`src/rtl/tfm_pkg.sv`:
```
package tfm_pkg;

    localparam int NBINS    = 8;
    localparam int CTX_W    = 3;
    localparam int CTX_TT_W = 1 << CTX_W;
    localparam int BASE_W   = 3;

    typedef enum logic [1:0] {
        MET_COUNT = 2'd0,
        MET_MIN   = 2'd1,
        MET_MAX   = 2'd2,
        MET_SUM   = 2'd3
    } metric_e;

    typedef enum logic {
        TAP_EDGE  = 1'b0,
        TAP_LEVEL = 1'b1
    } tap_mode_e;

    // Any Boolean function of the context taps, given as a truth table.
    function automatic logic ctx_eval(input logic [CTX_TT_W-1:0] table_bits,
                                      input logic [CTX_W-1:0]    taps);
        return table_bits[taps];
    endfunction

endpackage

```
`src/rtl/tfm_frame_timer.sv`:
```
module tfm_frame_timer #(
    parameter int FLEN_W = 16
) (
    input  logic              clk,
    input  logic              rst,
    input  logic [FLEN_W-1:0] frame_len,
    output logic              frame_last,
    output logic [FLEN_W-1:0] len_used
);

    logic [FLEN_W-1:0] cyc_q;
    logic [FLEN_W-1:0] len_eff;

    assign len_eff    = (frame_len == '0) ? FLEN_W'(1) : frame_len;
    assign frame_last = (cyc_q == len_used - 1'b1);

    always_ff @(posedge clk) begin
        if (rst) begin
            cyc_q    <= '0;
            len_used <= len_eff;
        end else if (frame_last) begin
            cyc_q    <= '0;
            len_used <= len_eff;
        end else begin
            cyc_q    <= cyc_q + 1'b1;
        end
    end


    cyc_bound_chk: assert property (@(posedge clk) disable iff (rst)
        cyc_q < len_used);


    len_hold_chk: assert property (@(posedge clk) disable iff (rst)
        !frame_last |=> $stable(len_used));

endmodule

```
`src/rtl/tfm_stats_accum.sv`:
```
module tfm_stats_accum #(
    parameter int VAL_W  = 8,
    parameter int FLEN_W = 16,
    parameter int SUM_W  = 32,
    parameter int SQ_W   = 40
) (
    input  logic              clk,
    input  logic              rst,
    input  logic              smp_en,
    input  logic [VAL_W-1:0]  smp_val,
    input  logic [VAL_W-1:0]  thr,
    input  logic              clear,
    output logic [FLEN_W-1:0] cnt_nx,
    output logic [VAL_W-1:0]  min_nx,
    output logic [VAL_W-1:0]  max_nx,
    output logic [SUM_W-1:0]  sum_nx,
    output logic [SQ_W-1:0]   sq_nx,
    output logic [FLEN_W-1:0] outl_nx
);

    localparam int SQR_W = 2 * VAL_W;

    logic [FLEN_W-1:0] cnt_q, outl_q;
    logic [VAL_W-1:0]  min_q, max_q;
    logic [SUM_W-1:0]  sum_q;
    logic [SQ_W-1:0]   sq_q;

    logic [SQR_W-1:0]  sqr;
    logic [SUM_W:0]    sum_wide;
    logic [SQ_W:0]     sq_wide;

    assign sqr      = SQR_W'(smp_val) * SQR_W'(smp_val);
    assign sum_wide = {1'b0, sum_q} + (SUM_W+1)'(smp_val);
    assign sq_wide  = {1'b0, sq_q} + (SQ_W+1)'(sqr);

    always_comb begin
        cnt_nx  = cnt_q;
        min_nx  = min_q;
        max_nx  = max_q;
        sum_nx  = sum_q;
        sq_nx   = sq_q;
        outl_nx = outl_q;
        if (smp_en) begin
            cnt_nx  = cnt_q + 1'b1;
            min_nx  = (smp_val < min_q) ? smp_val : min_q;
            max_nx  = (smp_val > max_q) ? smp_val : max_q;
            sum_nx  = sum_wide[SUM_W] ? '1 : sum_wide[SUM_W-1:0];
            sq_nx   = sq_wide[SQ_W]   ? '1 : sq_wide[SQ_W-1:0];
            outl_nx = outl_q + FLEN_W'(smp_val > thr);
        end
    end

    always_ff @(posedge clk) begin
        if (rst || clear) begin
            cnt_q  <= '0;
            min_q  <= '1;
            max_q  <= '0;
            sum_q  <= '0;
            sq_q   <= '0;
            outl_q <= '0;
        end else begin
            cnt_q  <= cnt_nx;
            min_q  <= min_nx;
            max_q  <= max_nx;
            sum_q  <= sum_nx;
            sq_q   <= sq_nx;
            outl_q <= outl_nx;
        end
    end


    min_max_order_chk: assert property (@(posedge clk) disable iff (rst)
        (cnt_q != '0) |-> (min_q <= max_q));


    sum_no_wrap_chk: assert property (@(posedge clk) disable iff (rst)
        !clear |=> (sum_q >= $past(sum_q)));


    sq_no_wrap_chk: assert property (@(posedge clk) disable iff (rst)
        !clear |=> (sq_q >= $past(sq_q)));


    outl_bound_chk: assert property (@(posedge clk) disable iff (rst)
        outl_q <= cnt_q);

endmodule

```
`src/rtl/tfm_histogram.sv`:
```
module tfm_histogram
    import tfm_pkg::*;
#(
    parameter int VAL_W = 8,
    parameter int HB_W  = 8
) (
    input  logic                  clk,
    input  logic                  rst,
    input  logic                  smp_en,
    input  logic [VAL_W-1:0]      smp_val,
    input  logic [BASE_W-1:0]     base,
    input  logic                  clear,
    output logic [NBINS*HB_W-1:0] bins_nx
);

    logic [NBINS-1:0] hit;
    logic [31:0]      v32;
    logic [31:0]      b32;

    assign v32 = 32'(smp_val);
    assign b32 = 32'(base);

    for (genvar k = 0; k < NBINS; k++) begin : g_bin
        logic [31:0]     lo_edge;
        logic [31:0]     hi_edge;
        logic            above_lo;
        logic            below_hi;
        logic [HB_W-1:0] bin_q;
        logic [HB_W-1:0] bin_nx;

        if (k == 0) begin : g_first
            assign lo_edge  = '0;
            assign above_lo = 1'b1;
        end else begin : g_rest
            assign lo_edge  = 32'd1 << (b32 + 32'(k - 1));
            assign above_lo = (v32 >= lo_edge);
        end

        if (k == NBINS - 1) begin : g_top
            assign hi_edge  = '1;
            assign below_hi = 1'b1;
        end else begin : g_mid
            assign hi_edge  = 32'd1 << (b32 + 32'(k));
            assign below_hi = (v32 < hi_edge);
        end

        assign hit[k]  = smp_en && above_lo && below_hi;
        assign bin_nx  = (hit[k] && (bin_q != '1)) ? bin_q + 1'b1 : bin_q;
        assign bins_nx[k*HB_W +: HB_W] = bin_nx;

        always_ff @(posedge clk) begin
            if (rst || clear) bin_q <= '0;
            else              bin_q <= bin_nx;
        end
    end


    one_bin_chk: assert property (@(posedge clk) disable iff (rst)
        smp_en |-> ($countones(hit) == 1));


    idle_bins_chk: assert property (@(posedge clk) disable iff (rst)
        !smp_en |-> (hit == '0));

endmodule

```
`src/rtl/tfm_record_out.sv`:
```
module tfm_record_out
    import tfm_pkg::*;
#(
    parameter int VAL_W  = 8,
    parameter int FLEN_W = 16,
    parameter int SUM_W  = 32,
    parameter int SQ_W   = 40,
    parameter int HB_W   = 8,
    parameter int SEQ_W  = 8,
    parameter int OVR_W  = 8
) (
    input  logic                  clk,
    input  logic                  rst,
    input  logic                  load,
    input  logic [1:0]            metric_sel,
    input  logic [FLEN_W-1:0]     cnt_in,
    input  logic [VAL_W-1:0]      min_in,
    input  logic [VAL_W-1:0]      max_in,
    input  logic [SUM_W-1:0]      sum_in,
    input  logic [SQ_W-1:0]       sq_in,
    input  logic [FLEN_W-1:0]     len_in,
    input  logic [NBINS*HB_W-1:0] hist_in,
    input  logic [FLEN_W-1:0]     outl_in,
    input  logic                  rec_ready,
    output logic                  rec_valid,
    output logic [SEQ_W-1:0]      rec_seq,
    output logic [FLEN_W-1:0]     rec_len,
    output logic [SUM_W-1:0]      rec_metric,
    output logic [SQ_W-1:0]       rec_sumsq,
    output logic [NBINS*HB_W-1:0] rec_hist,
    output logic [FLEN_W-1:0]     rec_outliers,
    output logic                  rec_outlier_flag,
    output logic [OVR_W-1:0]      overrun_cnt
);

    logic [SEQ_W-1:0] seq_ctr;
    logic [SUM_W-1:0] met_sel;
    logic             replacing;

    always_comb begin
        case (metric_e'(metric_sel))
            MET_COUNT: met_sel = SUM_W'(cnt_in);
            MET_MIN:   met_sel = SUM_W'(min_in);
            MET_MAX:   met_sel = SUM_W'(max_in);
            default:   met_sel = sum_in;
        endcase
    end

    assign replacing = load && rec_valid && !rec_ready;

    always_ff @(posedge clk) begin
        if (rst) begin
            rec_valid        <= 1'b0;
            seq_ctr          <= '0;
            rec_seq          <= '0;
            rec_len          <= '0;
            rec_metric       <= '0;
            rec_sumsq        <= '0;
            rec_hist         <= '0;
            rec_outliers     <= '0;
            rec_outlier_flag <= 1'b0;
            overrun_cnt      <= '0;
        end else begin
            if (load) begin
                rec_valid        <= 1'b1;
                rec_seq          <= seq_ctr;
                seq_ctr          <= seq_ctr + 1'b1;
                rec_len          <= len_in;
                rec_metric       <= met_sel;
                rec_sumsq        <= sq_in;
                rec_hist         <= hist_in;
                rec_outliers     <= outl_in;
                rec_outlier_flag <= (outl_in != '0);
                if (replacing && (overrun_cnt != '1))
                    overrun_cnt <= overrun_cnt + 1'b1;
            end else if (rec_valid && rec_ready) begin
                rec_valid <= 1'b0;
            end
        end
    end


    load_valid_chk: assert property (@(posedge clk) disable iff (rst)
        load |=> rec_valid);


    hold_chk: assert property (@(posedge clk) disable iff (rst)
        (rec_valid && !rec_ready && !load) |=>
            (rec_valid && $stable(rec_seq) && $stable(rec_metric) && $stable(rec_hist)));


    overrun_step_chk: assert property (@(posedge clk) disable iff (rst)
        (load && rec_valid && !rec_ready && (overrun_cnt != '1)) |=>
            (overrun_cnt == $past(overrun_cnt) + 1'b1));


    overrun_quiet_chk: assert property (@(posedge clk) disable iff (rst)
        !(load && rec_valid && !rec_ready) |=> $stable(overrun_cnt));

endmodule

```
`src/rtl/tap_frame_monitor.sv`:
```
module tap_frame_monitor
    import tfm_pkg::*;
#(
    parameter int VAL_W  = 8,
    parameter int FLEN_W = 16,
    parameter int SUM_W  = 32,
    parameter int SQ_W   = 40,
    parameter int HB_W   = 8,
    parameter int SEQ_W  = 8,
    parameter int OVR_W  = 8
) (
    input  logic                  clk,
    input  logic                  rst,
    input  logic                  tap_mode,
    input  logic                  tap_valid,
    input  logic                  tap_ready,
    input  logic [VAL_W-1:0]      tap_value,
    input  logic [2:0]            ctx_taps,
    input  logic [7:0]            ctx_table,
    input  logic [FLEN_W-1:0]     frame_len,
    input  logic [1:0]            metric_sel,
    input  logic [2:0]            hist_base,
    input  logic [VAL_W-1:0]      outlier_thr,
    output logic                  rec_valid,
    input  logic                  rec_ready,
    output logic [SEQ_W-1:0]      rec_seq,
    output logic [FLEN_W-1:0]     rec_len,
    output logic [SUM_W-1:0]      rec_metric,
    output logic [SQ_W-1:0]       rec_sumsq,
    output logic [8*HB_W-1:0]     rec_hist,
    output logic [FLEN_W-1:0]     rec_outliers,
    output logic                  rec_outlier_flag,
    output logic [OVR_W-1:0]      overrun_cnt
);

    logic              ctx_ok;
    logic              tap_fire;
    logic              smp_en;
    logic              frame_last;
    logic [FLEN_W-1:0] len_used;

    logic [FLEN_W-1:0] cnt_nx, outl_nx;
    logic [VAL_W-1:0]  min_nx, max_nx;
    logic [SUM_W-1:0]  sum_nx;
    logic [SQ_W-1:0]   sq_nx;
    logic [NBINS*HB_W-1:0] bins_nx;

    assign ctx_ok   = ctx_eval(ctx_table, ctx_taps);
    assign tap_fire = (tap_mode_e'(tap_mode) == TAP_LEVEL) || (tap_valid && tap_ready);
    assign smp_en   = ctx_ok && tap_fire;

    tfm_frame_timer #(.FLEN_W(FLEN_W)) u_timer (
        .clk        (clk),
        .rst        (rst),
        .frame_len  (frame_len),
        .frame_last (frame_last),
        .len_used   (len_used)
    );

    tfm_stats_accum #(
        .VAL_W(VAL_W), .FLEN_W(FLEN_W), .SUM_W(SUM_W), .SQ_W(SQ_W)
    ) u_stats (
        .clk     (clk),
        .rst     (rst),
        .smp_en  (smp_en),
        .smp_val (tap_value),
        .thr     (outlier_thr),
        .clear   (frame_last),
        .cnt_nx  (cnt_nx),
        .min_nx  (min_nx),
        .max_nx  (max_nx),
        .sum_nx  (sum_nx),
        .sq_nx   (sq_nx),
        .outl_nx (outl_nx)
    );

    tfm_histogram #(.VAL_W(VAL_W), .HB_W(HB_W)) u_hist (
        .clk     (clk),
        .rst     (rst),
        .smp_en  (smp_en),
        .smp_val (tap_value),
        .base    (hist_base),
        .clear   (frame_last),
        .bins_nx (bins_nx)
    );

    tfm_record_out #(
        .VAL_W(VAL_W), .FLEN_W(FLEN_W), .SUM_W(SUM_W), .SQ_W(SQ_W),
        .HB_W(HB_W), .SEQ_W(SEQ_W), .OVR_W(OVR_W)
    ) u_rec (
        .clk              (clk),
        .rst              (rst),
        .load             (frame_last),
        .metric_sel       (metric_sel),
        .cnt_in           (cnt_nx),
        .min_in           (min_nx),
        .max_in           (max_nx),
        .sum_in           (sum_nx),
        .sq_in            (sq_nx),
        .len_in           (len_used),
        .hist_in          (bins_nx),
        .outl_in          (outl_nx),
        .rec_ready        (rec_ready),
        .rec_valid        (rec_valid),
        .rec_seq          (rec_seq),
        .rec_len          (rec_len),
        .rec_metric       (rec_metric),
        .rec_sumsq        (rec_sumsq),
        .rec_hist         (rec_hist),
        .rec_outliers     (rec_outliers),
        .rec_outlier_flag (rec_outlier_flag),
        .overrun_cnt      (overrun_cnt)
    );

endmodule

```
`config.mk`:
```
export PLATFORM = sky130hd
export DESIGN_NAME = tap_frame_monitor
export DESIGN_NICKNAME = d
export VERILOG_FILES = /design/src/rtl/tfm_pkg.sv /design/src/rtl/tfm_frame_timer.sv /design/src/rtl/tfm_stats_accum.sv /design/src/rtl/tfm_histogram.sv /design/src/rtl/tfm_record_out.sv /design/src/rtl/tap_frame_monitor.sv
export SDC_FILE = /design/constraint.sdc
export NUM_CORES = 1
export LEC_CHECK = 0
export ABC_CLOCK_PERIOD_IN_PS = 4910
export BUFFER_PORTS_ARGS = -buffer_cell sky130_fd_sc_hd__buf_2
export CAP_MARGIN = 5
export CELL_PAD_IN_SITES_DETAIL_PLACEMENT = 1
export CELL_PAD_IN_SITES_GLOBAL_PLACEMENT = 1
export CORE_MARGIN = 4
export CORE_UTILIZATION = 41
export CTS_CLUSTER_DIAMETER = 30
export DETAILED_ROUTE_END_ITERATION = 10
export MAX_ROUTING_LAYER = met4
export PLACE_DENSITY_LB_ADDON = 0.3
export SLEW_MARGIN = 20
export SYNTH_ARGS = -nofsm -noshare
export SYNTH_HDL_FRONTEND = slang
export SYNTH_SLANG_ARGS = --single-unit
```
`constraint.sdc`:
```
create_clock -name clk -period 4.91 [get_ports clk]
set_input_delay 0.491 -clock clk [delete_from_list [all_inputs] [get_ports clk]]
set_output_delay 0.491 -clock clk [all_outputs]
set_load 0.02 [all_outputs]
```
==> out/qor.csv, run 1 <==
metric,value,unit
ys_ff_latch,410,
final_core_util,0.536,
viasPerCell,5.51,
crit_type,reg2reg,
slew_headroom,0.365,
root_buffer,clkbuf_16,
endpoint_kind,flip-flop,
fmax,212,MHz
portBuffers,239,
dp_hpwl,52000,µm
required,5.43,ns
power,0.0135,W
cts.htree.levels,3,
dieArea,57100,µm²
cp_max_fo,11,
fin_skew,0.100,ns
ant_nets,0,
grt_pass1_wl,117000,µm
whs,0.0296,ns
ys_types,83,
drc,0,
ys.flop_type,dfxtp_1,
hold_viol,0,
wl,74200,µm
status,"complete, no violations",
num_io_pins,240,
avgSynthCellArea,8.54,µm²
hp-class,in2reg,
cp.arrival,5.25,ns
antenna_found_initial,1,
syn-cell-area,21900,µm²
drt_iter0_markers,1083,
cap_violations,0,
dpl.cell_count,3449,
via_count,20200,
rows,84,
ys_seq_area_frac,0.383,
ys_async_sr_fraction,0,
clk_pin_slew,0.05,ns
clock_path_buffers,3,
cts_tree,yes,
drive_gt1_frac,0.197,
yosys_warnings,0,
syn_to_final_growth,29.0,%
yosysTopAreaCell,dfxtp_1,
worst_setup_path_start_kind,flip-flop,
gp_congestion,0.894,
final_nets,3122,
ir_worst_vdd,0.000328,V
slew_viol_final,0,
synth_edf_count,16,
worst_pin_slew,0.950,ns
grt_pass1_vias,21700,
min_period,4.73,ns
finalSetupViolations,0,
fin_crit_sh,0.962,
start_util,0.415,
coreArea,52700,µm²
die_h,239,µm
syn_inst,2560,
clk_latency,0.67,ns
synth_area_leaders,"dfxtp_1, ha_1, nor2_1",
grt_max_degree,102,
grt_overflow,0,
cts_buffers,102,
wl_per_cell,20.3,µm
post-place-ws,-0.487,ns
pwr_density_cell,477,nW/µm²
finalNonFillerCells,3655,
first_pass_iters,5,
timing.final.ws_setup,0.184,ns
p_leak,12.2,nW
cts_sinks,410,
die_x,239,µm
grt_use_total,0.261,
synthDominantCellAreaShare,0.361,
-- state kept, by name, indices dropped and copies added (netlist names), 32 cells and up --
register	cells
u_stats.sum_q	32
u_hist.g_bin.bin_q	64
u_rec.rec_hist	64
u_stats.sq_q	40
u_rec.rec_sumsq	40
u_rec.rec_metric	32
-- stage by stage --
stage,cell area (µm²),TNS (ns)
after detailed placement,24200,-19.54
after global placement,24200,-14.10
after CTS,28100,0
after global routing,28200,-0.0413
final,28200,0
after floorplan,21900,0
-- cell usage in the layout (no fill, tap or decap), types with 10 or more instances in the layout --
cell type	netlist	routed
nor2b_1	18	17
nand4_1	67	67
ha_1	153	150
clkinvlp_4	0	10
o211ai_1	12	12
a21oi_1	147	144
a211oi_1	96	94
and4_1	15	13
bufinv_16	0	18
nor2_1	356	355
inv_1	126	123
fa_1	38	38
nand2_1	268	268
nor4_1	16	16
mux2_2	10	10
or3_1	11	11
clkbuf_8	0	16
mux2i_1	31	30
a31oi_1	15	15
buf_4	5	93
edfxtp_1	16	16
o21ai_0	68	68
nand3_1	79	79
o22ai_1	16	16
clkbuf_16	0	102
and2_1	57	54
dlygate4sd3_1	0	10
a21o_1	24	24
dfxtp_1	394	394
xor2_1	99	99
xnor2_1	68	68
nor3_1	35	35
and3_1	58	58
clkinv_2	0	22
buf_2	45	238
-- power by group --
part	internal (W)	switching [W]
Combinational	0.00116	0.00151
Clock	0.00502	0.00225
Sequential	0.00345	0.0000809
-- cell type report --
type                       instances  area, µm²
timing repair buffer             350       2160
tap                              688        861
antenna                            1       2.50
fill                            6139      24400
sequential                       410       8370
multi-input combinational       1885      12500
clock buffer                     126       2800
clock inverter                    67        988
inverter                         128        485
-- synth_stat cells (10+ instances only) --
library cell / n
fa_1: 38
and2_1: 57
or3_1: 11
o211ai_1: 12
clkbuf_1: 83
ha_1: 153
nand4_1: 67
a211oi_1: 96
edfxtp_1: 16
xnor2_1: 68
nor2b_1: 18
o21ai_0: 68
nor2_1: 356
nor3_1: 35
dfxtp_1: 394
a31oi_1: 15
inv_1: 126
nand2_1: 268
a21o_1: 24
mux2i_1: 31
nor4_1: 16
a21oi_1: 147
xor2_1: 99
mux2_2: 10
buf_2: 45
and4_1: 15
o22ai_1: 16
nand3_1: 79
and3_1: 58
-- worst max-delay path, cell delays in order (launching register included) --
cell	delay, ns
dfxtp_1	0.32
inv_2	0.06
fa_1	0.53
inv_1	0.06
fa_1	0.46
fa_1	0.50
inv_1	0.06
fa_1	0.54
inv_1	0.07
ha_4	0.27
o21a_1	0.12
o31ai_2	0.08
a211oi_2	0.29
a221o_1	0.29
nor2b_4	0.19
buf_8	0.15
and4_4	0.26
mux2i_4	0.24
o22ai_1	0.11
-- layer usage --
layer | global-route usage | routed length (µm)
met2 | 0.428 | 35700
met1 | 0.324 | 32700
met4 | 0.0913 | 2320
met3 | 0.0472 | 3470
met5 | - | 0
-- repair_timing --
action	CTS	global route
setup buffers	0	1
resized for setup	0	12
endpoints found under the hold margin	10	0
setup endpoints to repair	0	23
hold buffers	10	0
-- path summary, 6_finish.rpt --
check                                           from  cells after the start  slack (ns)                   end
worst max-delay path                 u_stats.sq_q[7]                     18        0.18   u_rec.rec_sumsq[39]
worst min-delay path                    frame_len[1]                      1        0.03   u_timer.len_used[1]
worst max register to register       u_stats.sq_q[7]                     18        0.18   u_rec.rec_sumsq[39]
worst min register to register  u_rec.rec_metric[22]                      2        0.45  u_rec.rec_metric[22]
-- cell families (layout without fill, tap and decap cells) --
family                   count (synthesis)  count (layout)  synth area share
multiplexers                            43              43            0.0214
buffers and inverters                  266             671            0.0494
flip-flops                             410             410             0.383
AND/OR/NAND/NOR                       1016            1016             0.217
other                                    2               4          0.000343
adder cells (fa/ha/maj)                191             191             0.122
AO/OA/AOI/OAI                          465             465             0.140
XOR/XNOR                               167             167            0.0669
Power figures use the tool's default switching activity.
==> run 2: changes to the inputs <==
Settings changed: PLACE_DENSITY set to 0.88, PLACE_DENSITY_LB_ADDON 0.3 to not set.
==> run 2 against run 1 <==
  * Routed wire length increased by 7.6%
  * Global-route usage grew 1.7 points
  * First-iteration DRC count rose by 23%
  * Non-clock buffer count is 13 lower
  * Sequential cell count stayed put
  * Count of clock-buffer cells in the layout down 21
  * Sequential power barely moved
  * Largest power group unchanged
  * Design area decreased by 2.9%
==> out/qor.csv, run 2 (synthesis gave the netlist of run 1 again) <==
metric,value,unit
post-place-ws,-0.421,ns
grt_max_degree,149,
worstHoldStart,frame_len[14],
crit_top_cell,inv_1,
grt_pass1_wl,124000,µm
cp.arrival,5.32,ns
reg2reg_to,u_rec.rec_sumsq[27],
r2r_slack,0.06,ns
required,5.38,ns
slew_headroom,0.355,
timing.final.ws_setup,0.0591,ns
final_core_util,0.520,
fin_crit_sh,0.988,
ant_nets,0,
fin_skew,0.0365,ns
root_buffer,clkbuf_16,
pwr_density_cell,454,nW/µm²
num_io_pins,240,
hp-class,in2reg,
worst_setup_path_start_kind,flip-flop,
cts_buffers,89,
drt_iter0_markers,1331,
endpoint_kind,flip-flop,
power.share.clock,0.493,
rr_startpoint,u_stats.sq_q[5],
die_x,239,µm
syn_to_final_growth,25.3,%
drive_gt1_frac,0.194,
cts.htree.levels,3,
p_leak,11.7,nW
intPower,0.00864,W
wl,79800,µm
viasPerCell,5.73,
regArea,8370,µm²
via_count,20700,
first_pass_iters,5,
cp_cell_sequence,"inv_1, fa_1, inv_1, fa_1, ha_1, inv_1, fa_1, inv_1, ha_1, nor2b_2, o31ai_2, a211oi_2, a221o_1, nor2b_4, buf_6, buf_4, a31o_2, a21oi_2, a21oi_1",
slowest_delay,0.54,ns
fin_tns_setup,0,ns
cp_max_fo,7,
ff2ff_path_depth,19,
grt_use_total,0.277,
top_regs,"u_hist.g_bin.bin_q (64), u_rec.rec_hist (64)",
min_period,4.85,ns
dieArea,57100,µm²
grt_overflow,0,
clk_latency,0.63,ns
multi_input_area,12600,µm²
layout_common_cells,"dfxtp_1, nor2_1, nand2_1, buf_2, ha_1",
power_frac_seq,0.284,
pwr-share-comb,0.223,
drc,0,
slew_viol_final,0,
min_to,u_timer.len_used[14],
cts_sinks,410,
gp_congestion,0.899,
rows,84,
crit_slowest_cell,fa_1,
hold_viol,0,
fmax,206,MHz
clock_path_buffers,3,
wl_per_cell,22.1,µm
coreArea,52700,µm²
start_util,0.415,
holdPathStages,1,
dp_hpwl,53800,µm
ir_worst_vdd,0.000256,V
die_h,239,µm
clk_pin_slew,0.05,ns
final_common_cell,dfxtp_1,
power_switching,0.00380,W
cap_violations,0,
finalSetupViolations,0,
grt_pass1_vias,22300,
status,"complete, no violations",
worst_pin_slew,0.954,ns
final_nets,3096,
swShare,0.305,
antenna_found_initial,2,
portBuffers,239,
crit_type,reg2reg,
fill_cells,6082,
cts_tree,yes,
[run 2: changes by cell type in the layout (fill, tap and decap cells not counted), sizes merged]
cell,change
clkbuf,-21
dlygate4sd3,-10
bufinv,-8
clkinv,-7
clkinvlp,+4
buf,-3
inv,+3
diode,+1
[run 2: per-layer routing]
metal	vias up	part of all wire	global-route usage
met2	649	0.50	0.474
met1	10300	0.41	0.318
met3	224	0.047	0.0460
met4	0	0.047	0.131
met5	-	0	-
li1	9495	-	-
[run 2: power by group through the flow]
stage | Combinational (W) | Clock, W | Sequential, W
floorplan | 0.00167 | 0 | 0.00355
finish | 0.00278 | 0.00613 | 0.00353
detailed placement | 0.00250 | 0 | 0.00359
global route | 0.00304 | 0.00639 | 0.00353
global placement | 0.00238 | 0 | 0.00358
CTS | 0.00263 | 0.00619 | 0.00353
[run 2: how the worst max path moves through the flow]
stage,endpoint,cells after the start,startpoint,slack [ns]
3_5_place_dp,u_rec.rec_sumsq[6],17,tap_value[5],-0.42
5_1_grt,u_rec.rec_sumsq[22],20,u_stats.sq_q[5],-0.09
6_report,u_rec.rec_sumsq[27],19,u_stats.sq_q[5],0.06
3_3_place_gp,u_rec.rec_sumsq[19],18,tap_value[5],-0.34
2_1_floorplan,u_rec.rec_sumsq[33],19,tap_value[5],0.009
4_1_cts,u_rec.rec_sumsq[14],17,tap_value[5],0.003
[run 2: through the flow]
step           power, W  std cells  hold slack (ns)  area (µm²)
5_1_grt          0.0130       3614           0.0586       27400
6_report         0.0124       3614           0.0766       27400
3_5_place_dp    0.00609       3444            0.440       24100
3_3_place_gp    0.00596       3444            0.435       24100
4_1_cts          0.0124       3608           0.0484       27200
2_1_floorplan   0.00522       2561            0.445       21900
[run 2: timing repair]
item / in CTS / in global routing
endpoints found under the setup margin: 1 / 57
hold endpoints to repair: 0 / 0
hold buffers: 0 / 0
buffers inserted: 0 / 4
gates resized for setup: 1 / 28
pin swaps: 0 / 9
[run 2: area by class of cell]
class,count,area share
tap,688,0.0314
sequential,410,0.305
inverter,128,0.0177
antenna,2,0.000183
multi-input combinational,1885,0.460
timing repair buffer,337,0.0722
clock buffer,105,0.0879
clock inverter,59,0.0252
[run 2: worst max-delay path, delay by kind of cell, from the launching register on]
family / cells / cell delay [ns]
AND/OR/NAND/NOR: 2 / 0.32
flip-flops: 1 / 0.34
AO/OA/AOI/OAI: 6 / 1.31
adder cells (fa/ha/maj): 5 / 2.15
buffers and inverters: 6 / 0.55
